**src/rtl/qenc_pkg.sv**
```systemverilog
`timescale 1ns/1ps
package qenc_pkg;
    localparam int ADDR_W = 3;

    localparam logic [ADDR_W-1:0] ADR_CTRL   = 3'd0;
    localparam logic [ADDR_W-1:0] ADR_CEIL   = 3'd1;
    localparam logic [ADDR_W-1:0] ADR_PSC    = 3'd2;
    localparam logic [ADDR_W-1:0] ADR_CNT    = 3'd3;
    localparam logic [ADDR_W-1:0] ADR_STROBE = 3'd4;

    localparam int CTRL_EN_BIT   = 0;
    localparam int CTRL_DIR_BIT  = 1;
    localparam int CTRL_MODE_LSB = 4;
    localparam int MODE_W        = 3;

    localparam logic [MODE_W-1:0] MODE_CLK   = 3'd0;
    localparam logic [MODE_W-1:0] MODE_EDG_A = 3'd1;
    localparam logic [MODE_W-1:0] MODE_EDG_B = 3'd2;
    localparam logic [MODE_W-1:0] MODE_EDG_X = 3'd3;
endpackage

```
**src/rtl/qenc_input_sync.sv**
```systemverilog
`timescale 1ns/1ps
module qenc_input_sync #(
    parameter int STAGES = 2
) (
    input  logic clk,
    input  logic rst_n,
    input  logic din,
    output logic sync_o,
    output logic prev_o
);
    typedef struct packed {
        logic [STAGES-1:0] chain;
        logic              prev;
    } sync_t;

    sync_t s_d, s_q;

    always_comb begin
        s_d       = s_q;
        s_d.chain = {s_q.chain[STAGES-2:0], din};
        s_d.prev  = s_q.chain[STAGES-1];
    end

    always_ff @(posedge clk or negedge rst_n) begin
        if (!rst_n) s_q <= '0;
        else        s_q <= s_d;
    end

    assign sync_o = s_q.chain[STAGES-1];
    assign prev_o = s_q.prev;
endmodule

```
**src/rtl/qenc_step_decode.sv**
```systemverilog
`timescale 1ns/1ps
module qenc_step_decode
    import qenc_pkg::*;
(
    input  logic [MODE_W-1:0] mode_i,
    input  logic              a_now,
    input  logic              a_prev,
    input  logic              b_now,
    input  logic              b_prev,
    output logic              step_o,
    output logic              up_o
);
    logic a_edge, b_edge, a_sign, b_sign;

    always_comb begin
        a_edge = a_now ^ a_prev;
        b_edge = b_now ^ b_prev;
        a_sign = a_now ^ b_now;      // A moved: up when the phases now differ
        b_sign = ~(a_now ^ b_now);   // B moved: up when the phases now match
        step_o = 1'b0;
        up_o   = 1'b1;
        case (mode_i)
            MODE_CLK: begin
                step_o = 1'b1;
                up_o   = 1'b1;
            end
            MODE_EDG_A: begin
                step_o = a_edge;
                up_o   = a_sign;
            end
            MODE_EDG_B: begin
                step_o = b_edge;
                up_o   = b_sign;
            end
            MODE_EDG_X: begin
                step_o = a_edge ^ b_edge;
                up_o   = a_edge ? a_sign : b_sign;
            end
            default: begin
                step_o = 1'b0;
                up_o   = 1'b1;
            end
        endcase
    end
endmodule

```
**src/rtl/qenc_prescaler.sv**
```systemverilog
`timescale 1ns/1ps
module qenc_prescaler #(
    parameter int CNT_W = 16
) (
    input  logic             clk,
    input  logic             rst_n,
    input  logic             tick_i,
    input  logic             clear_i,
    input  logic             reload_i,
    input  logic [CNT_W-1:0] psc_new_i,
    output logic             ce_o
);
    localparam logic [CNT_W-1:0] ONE = {{(CNT_W-1){1'b0}}, 1'b1};

    typedef struct packed {
        logic [CNT_W-1:0] phase;
        logic [CNT_W-1:0] active;
    } psc_t;

    psc_t s_d, s_q;

    assign ce_o = tick_i && (s_q.phase >= s_q.active);

    always_comb begin
        s_d = s_q;
        if (clear_i)     s_d.phase = '0;
        else if (ce_o)   s_d.phase = '0;
        else if (tick_i) s_d.phase = s_q.phase + ONE;
        if (reload_i)    s_d.active = psc_new_i;
    end

    always_ff @(posedge clk or negedge rst_n) begin
        if (!rst_n) s_q <= '0;
        else        s_q <= s_d;
    end

    // the phase never runs past the active division value
    a_r8_phase_bound: assert property (@(posedge clk) disable iff (!rst_n)
        s_q.phase <= s_q.active);
endmodule

```
**src/rtl/qenc_count_core.sv**
```systemverilog
`timescale 1ns/1ps
module qenc_count_core #(
    parameter int CNT_W = 16
) (
    input  logic             clk,
    input  logic             rst_n,
    input  logic             ce_i,
    input  logic             tick_i,
    input  logic             up_i,
    input  logic [CNT_W-1:0] ceil_i,
    input  logic             wr_cnt_i,
    input  logic [CNT_W-1:0] wr_val_i,
    input  logic             strobe_i,
    output logic [CNT_W-1:0] cnt_o,
    output logic             dir_o,
    output logic             upd_o,
    output logic             upd_now_o
);
    localparam logic [CNT_W-1:0] ONE = {{(CNT_W-1){1'b0}}, 1'b1};

    typedef struct packed {
        logic [CNT_W-1:0] cnt;
        logic             dir;
        logic             upd;
    } core_t;

    core_t s_d, s_q;
    logic  wrap;

    always_comb begin
        s_d     = s_q;
        s_d.upd = 1'b0;
        wrap    = 1'b0;
        if (tick_i) s_d.dir = ~up_i;
        if (strobe_i) begin
            s_d.cnt = '0;
        end else if (wr_cnt_i) begin
            s_d.cnt = wr_val_i;
        end else if (ce_i) begin
            if (up_i) begin
                if (s_q.cnt >= ceil_i) begin
                    s_d.cnt = '0;
                    wrap    = 1'b1;
                end else begin
                    s_d.cnt = s_q.cnt + ONE;
                end
            end else begin
                if (s_q.cnt == '0) begin
                    s_d.cnt = ceil_i;
                    wrap    = 1'b1;
                end else begin
                    s_d.cnt = s_q.cnt - ONE;
                end
            end
        end
        upd_now_o = strobe_i | wrap;
        s_d.upd   = upd_now_o;
    end

    always_ff @(posedge clk or negedge rst_n) begin
        if (!rst_n) s_q <= '0;
        else        s_q <= s_d;
    end

    assign cnt_o = s_q.cnt;
    assign dir_o = s_q.dir;
    assign upd_o = s_q.upd;

    // without a counted step, write or strobe the count stays put
    a_r3_hold: assert property (@(posedge clk) disable iff (!rst_n)
        (!ce_i && !wr_cnt_i && !strobe_i) |=> $stable(s_q.cnt));

    // counted up step at or beyond the ceiling lands on zero with a pulse
    a_r9_wrap_up: assert property (@(posedge clk) disable iff (!rst_n)
        (ce_i && up_i && (s_q.cnt >= ceil_i) && !wr_cnt_i && !strobe_i)
        |=> (s_q.cnt == '0) && s_q.upd);

    // counted down step from zero lands on the ceiling with a pulse
    a_r9_wrap_down: assert property (@(posedge clk) disable iff (!rst_n)
        (ce_i && !up_i && (s_q.cnt == '0) && !wr_cnt_i && !strobe_i)
        |=> (s_q.cnt == $past(ceil_i)) && s_q.upd);

    // strobe clears the count and pulses the update output
    a_r11_strobe: assert property (@(posedge clk) disable iff (!rst_n)
        strobe_i |=> (s_q.cnt == '0) && s_q.upd);
endmodule

```
**src/rtl/qenc_timer.sv**
```systemverilog
`timescale 1ns/1ps
module qenc_timer
    import qenc_pkg::*;
#(
    parameter int CNT_W       = 16,
    parameter int SYNC_STAGES = 2
) (
    input  logic              clk,
    input  logic              rst_n,
    input  logic              enc_a,
    input  logic              enc_b,
    input  logic [ADDR_W-1:0] reg_addr,
    input  logic              reg_we,
    input  logic [CNT_W-1:0]  reg_wdata,
    output logic [CNT_W-1:0]  reg_rdata,
    output logic              upd_pulse
);
    localparam int NPH = 2;  // phase index 0 = A, 1 = B

    typedef struct packed {
        logic              en;
        logic [MODE_W-1:0] mode;
        logic [CNT_W-1:0]  ceil;
        logic [CNT_W-1:0]  psc;
    } cfg_t;

    cfg_t cfg_d, cfg_q;

    logic [NPH-1:0]   enc_in, ph_now, ph_prev;
    logic             step, step_up, tick, ce;
    logic             wr_cnt, strobe, upd_now;
    logic [CNT_W-1:0] cnt;
    logic             dir;

    assign enc_in = {enc_b, enc_a};

    generate
        for (genvar g = 0; g < NPH; g++) begin : g_phase
            qenc_input_sync #(.STAGES(SYNC_STAGES)) u_sync (
                .clk   (clk),
                .rst_n (rst_n),
                .din   (enc_in[g]),
                .sync_o(ph_now[g]),
                .prev_o(ph_prev[g])
            );
        end
    endgenerate

    qenc_step_decode u_dec (
        .mode_i(cfg_q.mode),
        .a_now (ph_now[0]),
        .a_prev(ph_prev[0]),
        .b_now (ph_now[1]),
        .b_prev(ph_prev[1]),
        .step_o(step),
        .up_o  (step_up)
    );

    assign tick   = cfg_q.en & step;
    assign wr_cnt = reg_we && (reg_addr == ADR_CNT);
    assign strobe = reg_we && (reg_addr == ADR_STROBE) && reg_wdata[0];

    qenc_prescaler #(.CNT_W(CNT_W)) u_psc (
        .clk      (clk),
        .rst_n    (rst_n),
        .tick_i   (tick),
        .clear_i  (strobe),
        .reload_i (upd_now),
        .psc_new_i(cfg_q.psc),
        .ce_o     (ce)
    );

    qenc_count_core #(.CNT_W(CNT_W)) u_core (
        .clk      (clk),
        .rst_n    (rst_n),
        .ce_i     (ce),
        .tick_i   (tick),
        .up_i     (step_up),
        .ceil_i   (cfg_q.ceil),
        .wr_cnt_i (wr_cnt),
        .wr_val_i (reg_wdata),
        .strobe_i (strobe),
        .cnt_o    (cnt),
        .dir_o    (dir),
        .upd_o    (upd_pulse),
        .upd_now_o(upd_now)
    );

    always_comb begin
        cfg_d = cfg_q;
        if (reg_we) begin
            case (reg_addr)
                ADR_CTRL: begin
                    cfg_d.en   = reg_wdata[CTRL_EN_BIT];
                    cfg_d.mode = reg_wdata[CTRL_MODE_LSB +: MODE_W];
                end
                ADR_CEIL: cfg_d.ceil = reg_wdata;
                ADR_PSC:  cfg_d.psc  = reg_wdata;
                default:  ;
            endcase
        end
    end

    always_ff @(posedge clk or negedge rst_n) begin
        if (!rst_n) begin
            cfg_q      <= '0;
            cfg_q.ceil <= '1;
        end else begin
            cfg_q <= cfg_d;
        end
    end

    always_comb begin
        reg_rdata = '0;
        case (reg_addr)
            ADR_CTRL: begin
                reg_rdata[CTRL_EN_BIT]                = cfg_q.en;
                reg_rdata[CTRL_DIR_BIT]               = dir;
                reg_rdata[CTRL_MODE_LSB +: MODE_W]    = cfg_q.mode;
            end
            ADR_CEIL: reg_rdata = cfg_q.ceil;
            ADR_PSC:  reg_rdata = cfg_q.psc;
            ADR_CNT:  reg_rdata = cnt;
            default:  reg_rdata = '0;
        endcase
    end

    // a simultaneous change of both phases in the four-count mode is no step
    a_r7_double_change: assert property (@(posedge clk) disable iff (!rst_n)
        ((cfg_q.mode == MODE_EDG_X) && (ph_now[0] != ph_prev[0]) &&
         (ph_now[1] != ph_prev[1])) |-> !step);

    // while disabled, the direction flag does not move
    a_r3_dir_frozen: assert property (@(posedge clk) disable iff (!rst_n)
        !cfg_q.en |=> $stable(dir));
endmodule

```
**config.mk**
```make
export PLATFORM = sky130hd
export DESIGN_NAME = qenc_timer
export DESIGN_NICKNAME = d
export VERILOG_FILES = /design/src/rtl/qenc_pkg.sv /design/src/rtl/qenc_input_sync.sv /design/src/rtl/qenc_step_decode.sv /design/src/rtl/qenc_prescaler.sv /design/src/rtl/qenc_count_core.sv /design/src/rtl/qenc_timer.sv
export SDC_FILE = /design/constraint.sdc
export NUM_CORES = 1
export LEC_CHECK = 0
export BUFFER_PORTS_ARGS = -buffer_cell sky130_fd_sc_hd__clkbuf_2
export CORE_MARGIN = 3
export CORE_UTILIZATION = 40
export DETAILED_ROUTE_END_ITERATION = 6
export MAX_ROUTING_LAYER = met4
export PLACE_DENSITY = 0.58
export RECOVER_POWER = 50
export SYNTH_ARGS = -nofsm -noshare
export SYNTH_HDL_FRONTEND = slang
export SYNTH_HIERARCHICAL = 1
export SYNTH_SLANG_ARGS = --single-unit
```
**constraint.sdc**
```tcl
create_clock -name clk -period 4.2 [get_ports clk]
set_input_delay 0.84 -clock clk [delete_from_list [all_inputs] [get_ports clk]]
set_output_delay 0.84 -clock clk [all_outputs]
set_load 0.005 [all_outputs]
```
==> run metrics <==
cts bufs inserted=9; Max Fanout on Critical Path=32; initial antenna violation count=0; gp weighted congestion=0.9264; # fillers=1532; most common cell after layout, fill and taps aside=dfrtp_1; ANT cells=0; Min-Delay Path Depth=0; 1st-iter DRT viols=448; hpwl dp=12130 um; setup TNS=0 ns; Die X=133.7 um; post-layout min period=around 3.6 ns; Net count, final=760; WP data arrival=3.80 ns; DP Worst Slack=about 0.7 ns; Worst-path clk slew=0.07 ns; Via density=5.762; clk_lat worst skew=0.36 ns; CTS root buffer=clkbuf_16; CTS sink count=92; total track usage=20.78%; CP endpoint kind=register; fraction of layout cells with a size suffix above 1=20.43%; Post-synth EDFFs=0; Port Buffers=40; post-CTS setup buffer count=0; slew margin rel.=-40.43%; first-pass GRT wire length=28570 um; Slew Viols, Final=80; Mapped Avg Cell Area=9.606 um^2; CTS tree=yes; peak supply drop=0.0002695 V; kind of critical path=reg2reg; number of global-route vias before repair=5063; CP required=4.44 ns; unrepaired setup endpoints after global routing=no; top cells by area, synth=dfrtp_1, ha_1, dfstp_2; largest net degree at the start of global routing=80; Hold Crit Class=reg2reg; ys async rst share=100.0%; Yosys cell types=70; Post-DP Area=6840 um^2; Resized cells post-CTS=0; Total Die Area=17870 um^2; register-to-register setup slack=0.65 ns; Netlist Area Pre-Place=6523 um^2; post-route cell area=7182 um^2; global route overflow=0; # DRC=0; worst reg2reg startpoint=g_phase[1].u_sync/sync_o; Pre-Repair DR Iteration Count=5; PnR worst setup slack=0.6492 ns; Post-CTS Hold Buffers=0; Detail Route Antenna Nets=0; Final Skew=0.006479 ns; IO Pins=41; FF+latch area=2322 um^2; cells on worst reg2reg path=9; crit start category=register; # setup viols final=0; P_leak=~3.3 nW; initial core utilization=about two fifths; Max-Cap Viols=1; flops & latches, synth=92; die height=133.7 um; final worst-path cycle share=84.54%; failing checks=capacitance limit, slew limit; num rows=46; predominant post-synthesis flop cell=dfrtp_1; Clock Tree Buf Depth=2; Synth warnings=6; worst setup path end=u_psc/s_q[0]; syn_nets=~740; Least-Margin Pin Slew=2.107 ns; top cell type's share of synthesized area=29.16%; crit path from=g_phase[1].u_sync/sync_o; commonest cells after routing, fill and taps aside=dfrtp_1, nand2_1, inv_1, a21oi_1, clkbuf_2; routed wire length=17770 um; H-tree Lvls=3; Worst R2R End=u_psc/s_q[0]; multi-input gate area in the final layout=3745 um^2; Layout area overhead=10.11%; sequential area share after synthesis=35.60%; Mapped Cells=between 600 and 700; cell taking the most area after synthesis=dfrtp_1; outcome=complete, but fails checks; FMAX=281.6 MHz; final core utilization=45.05%; Vias=5307; PD cells=594.6 nW/um^2; Final Hold Viols=0; drt wl/cell=19.30 um; core area=15940 um^2
==> worst min-delay path by stage <==
stage	startpoint	to	slack, ns
after floorplan	g_phase[0].u_sync/s_d[2]	g_phase[0].u_sync/sync_o	0.33
after global placement	g_phase[1].u_sync/s_d[2]	g_phase[1].u_sync/sync_o	0.34
after detailed placement	g_phase[1].u_sync/s_d[2]	g_phase[1].u_sync/sync_o	0.34
after CTS	g_phase[1].u_sync/s_d[2]	g_phase[1].u_sync/sync_o	0.35
after global routing	g_phase[0].u_sync/s_d[2]	g_phase[0].u_sync/sync_o	0.35
final	g_phase[0].u_sync/s_d[2]	g_phase[0].u_sync/sync_o	0.35
==> critical path: stages, from the launching register on <==
cell and delay [ns]:
dfrtp_1 0.42, xor2_1 0.20, and4_1 0.22, nor4_1 0.30, and2_1 0.38, inv_1 0.20
a21oi_1 0.23, nand2b_1 0.15, o31ai_4 0.92, mux2_2 0.41
==> cells in the mapped netlist, types with 14 or more instances <==
master     n
a211oi_1  19
a21oi_1   40
a31oi_1   14
clkbuf_1  18
dfrtp_1   76
dfstp_2   16
ha_1      36
inv_1     46
mux2_2    17
mux2i_1   29
nand2_1   66
nand3_1   26
nand4_1   14
nor2_1    35
o21ai_0   30
xor2_1    18
==> cell families after synthesis <==
| logic type | after synthesis | share of synthesized area (%) |
|---|---|---|
| adders and majority gates | 36 | 6.906 |
| xor gates and xnor gates | 28 | 3.760 |
| muxes | 67 | 11.64 |
| AOI/OAI and AO/OA | 157 | 16.61 |
| and+or+nand+nor | 206 | 18.20 |
| DFF | 92 | 35.60 |
| buffers and inverters | 93 | 7.270 |
==> registers in the layout, indices dropped and copies added (netlist names) <==
signal	flops
g_phase.u_sync/s_d	2
u_core/cnt_o	16
g_phase.u_sync/prev_o	2
u_core/dir_o	1
cfg_q	36
u_core/upd_o	1
u_psc/s_q	32
g_phase.u_sync/sync_o	2
==> per-stage QoR <==
step,instances,hold slack (ns),power (W)
after global placement,905,0.3354,0.003257
after global routing,921,0.3548,0.004568
after detailed placement,905,0.3355,0.003275
after floorplan,679,0.3312,0.002857
after CTS,921,0.3523,0.004266
final,921,0.3511,0.004271
==> per-layer routing <==
layer  vias to the layer above  global-route usage, %  part of all wire, %
li1                       2499                      -                    -
met1                      2614                  28.27                   46
met2                       165                  31.69                   47
met3                        29                  2.492                  4.3
met4                         0                  8.400                  2.6
met5                         -                      -                    0
==> where the power goes <==
group          internal [W]  switching, W  total [W]
Sequential          0.00113      0.000297    0.00143
Clock              0.000587      0.000381   0.000968
Combinational      0.000814       0.00106    0.00187
Total               0.00254       0.00173    0.00427
==> cell type report <==
type                       count  share of cell area (%)
multi-input combinational    494                   52.14
clock inverter                 7                   1.725
clock buffer                   9                   3.136
tap                          216                   3.763
timing repair buffer          57                   4.495
inverter                      46                   2.404
sequential                    92                   32.33
Note: power is estimated with default switching activity, not from simulation.
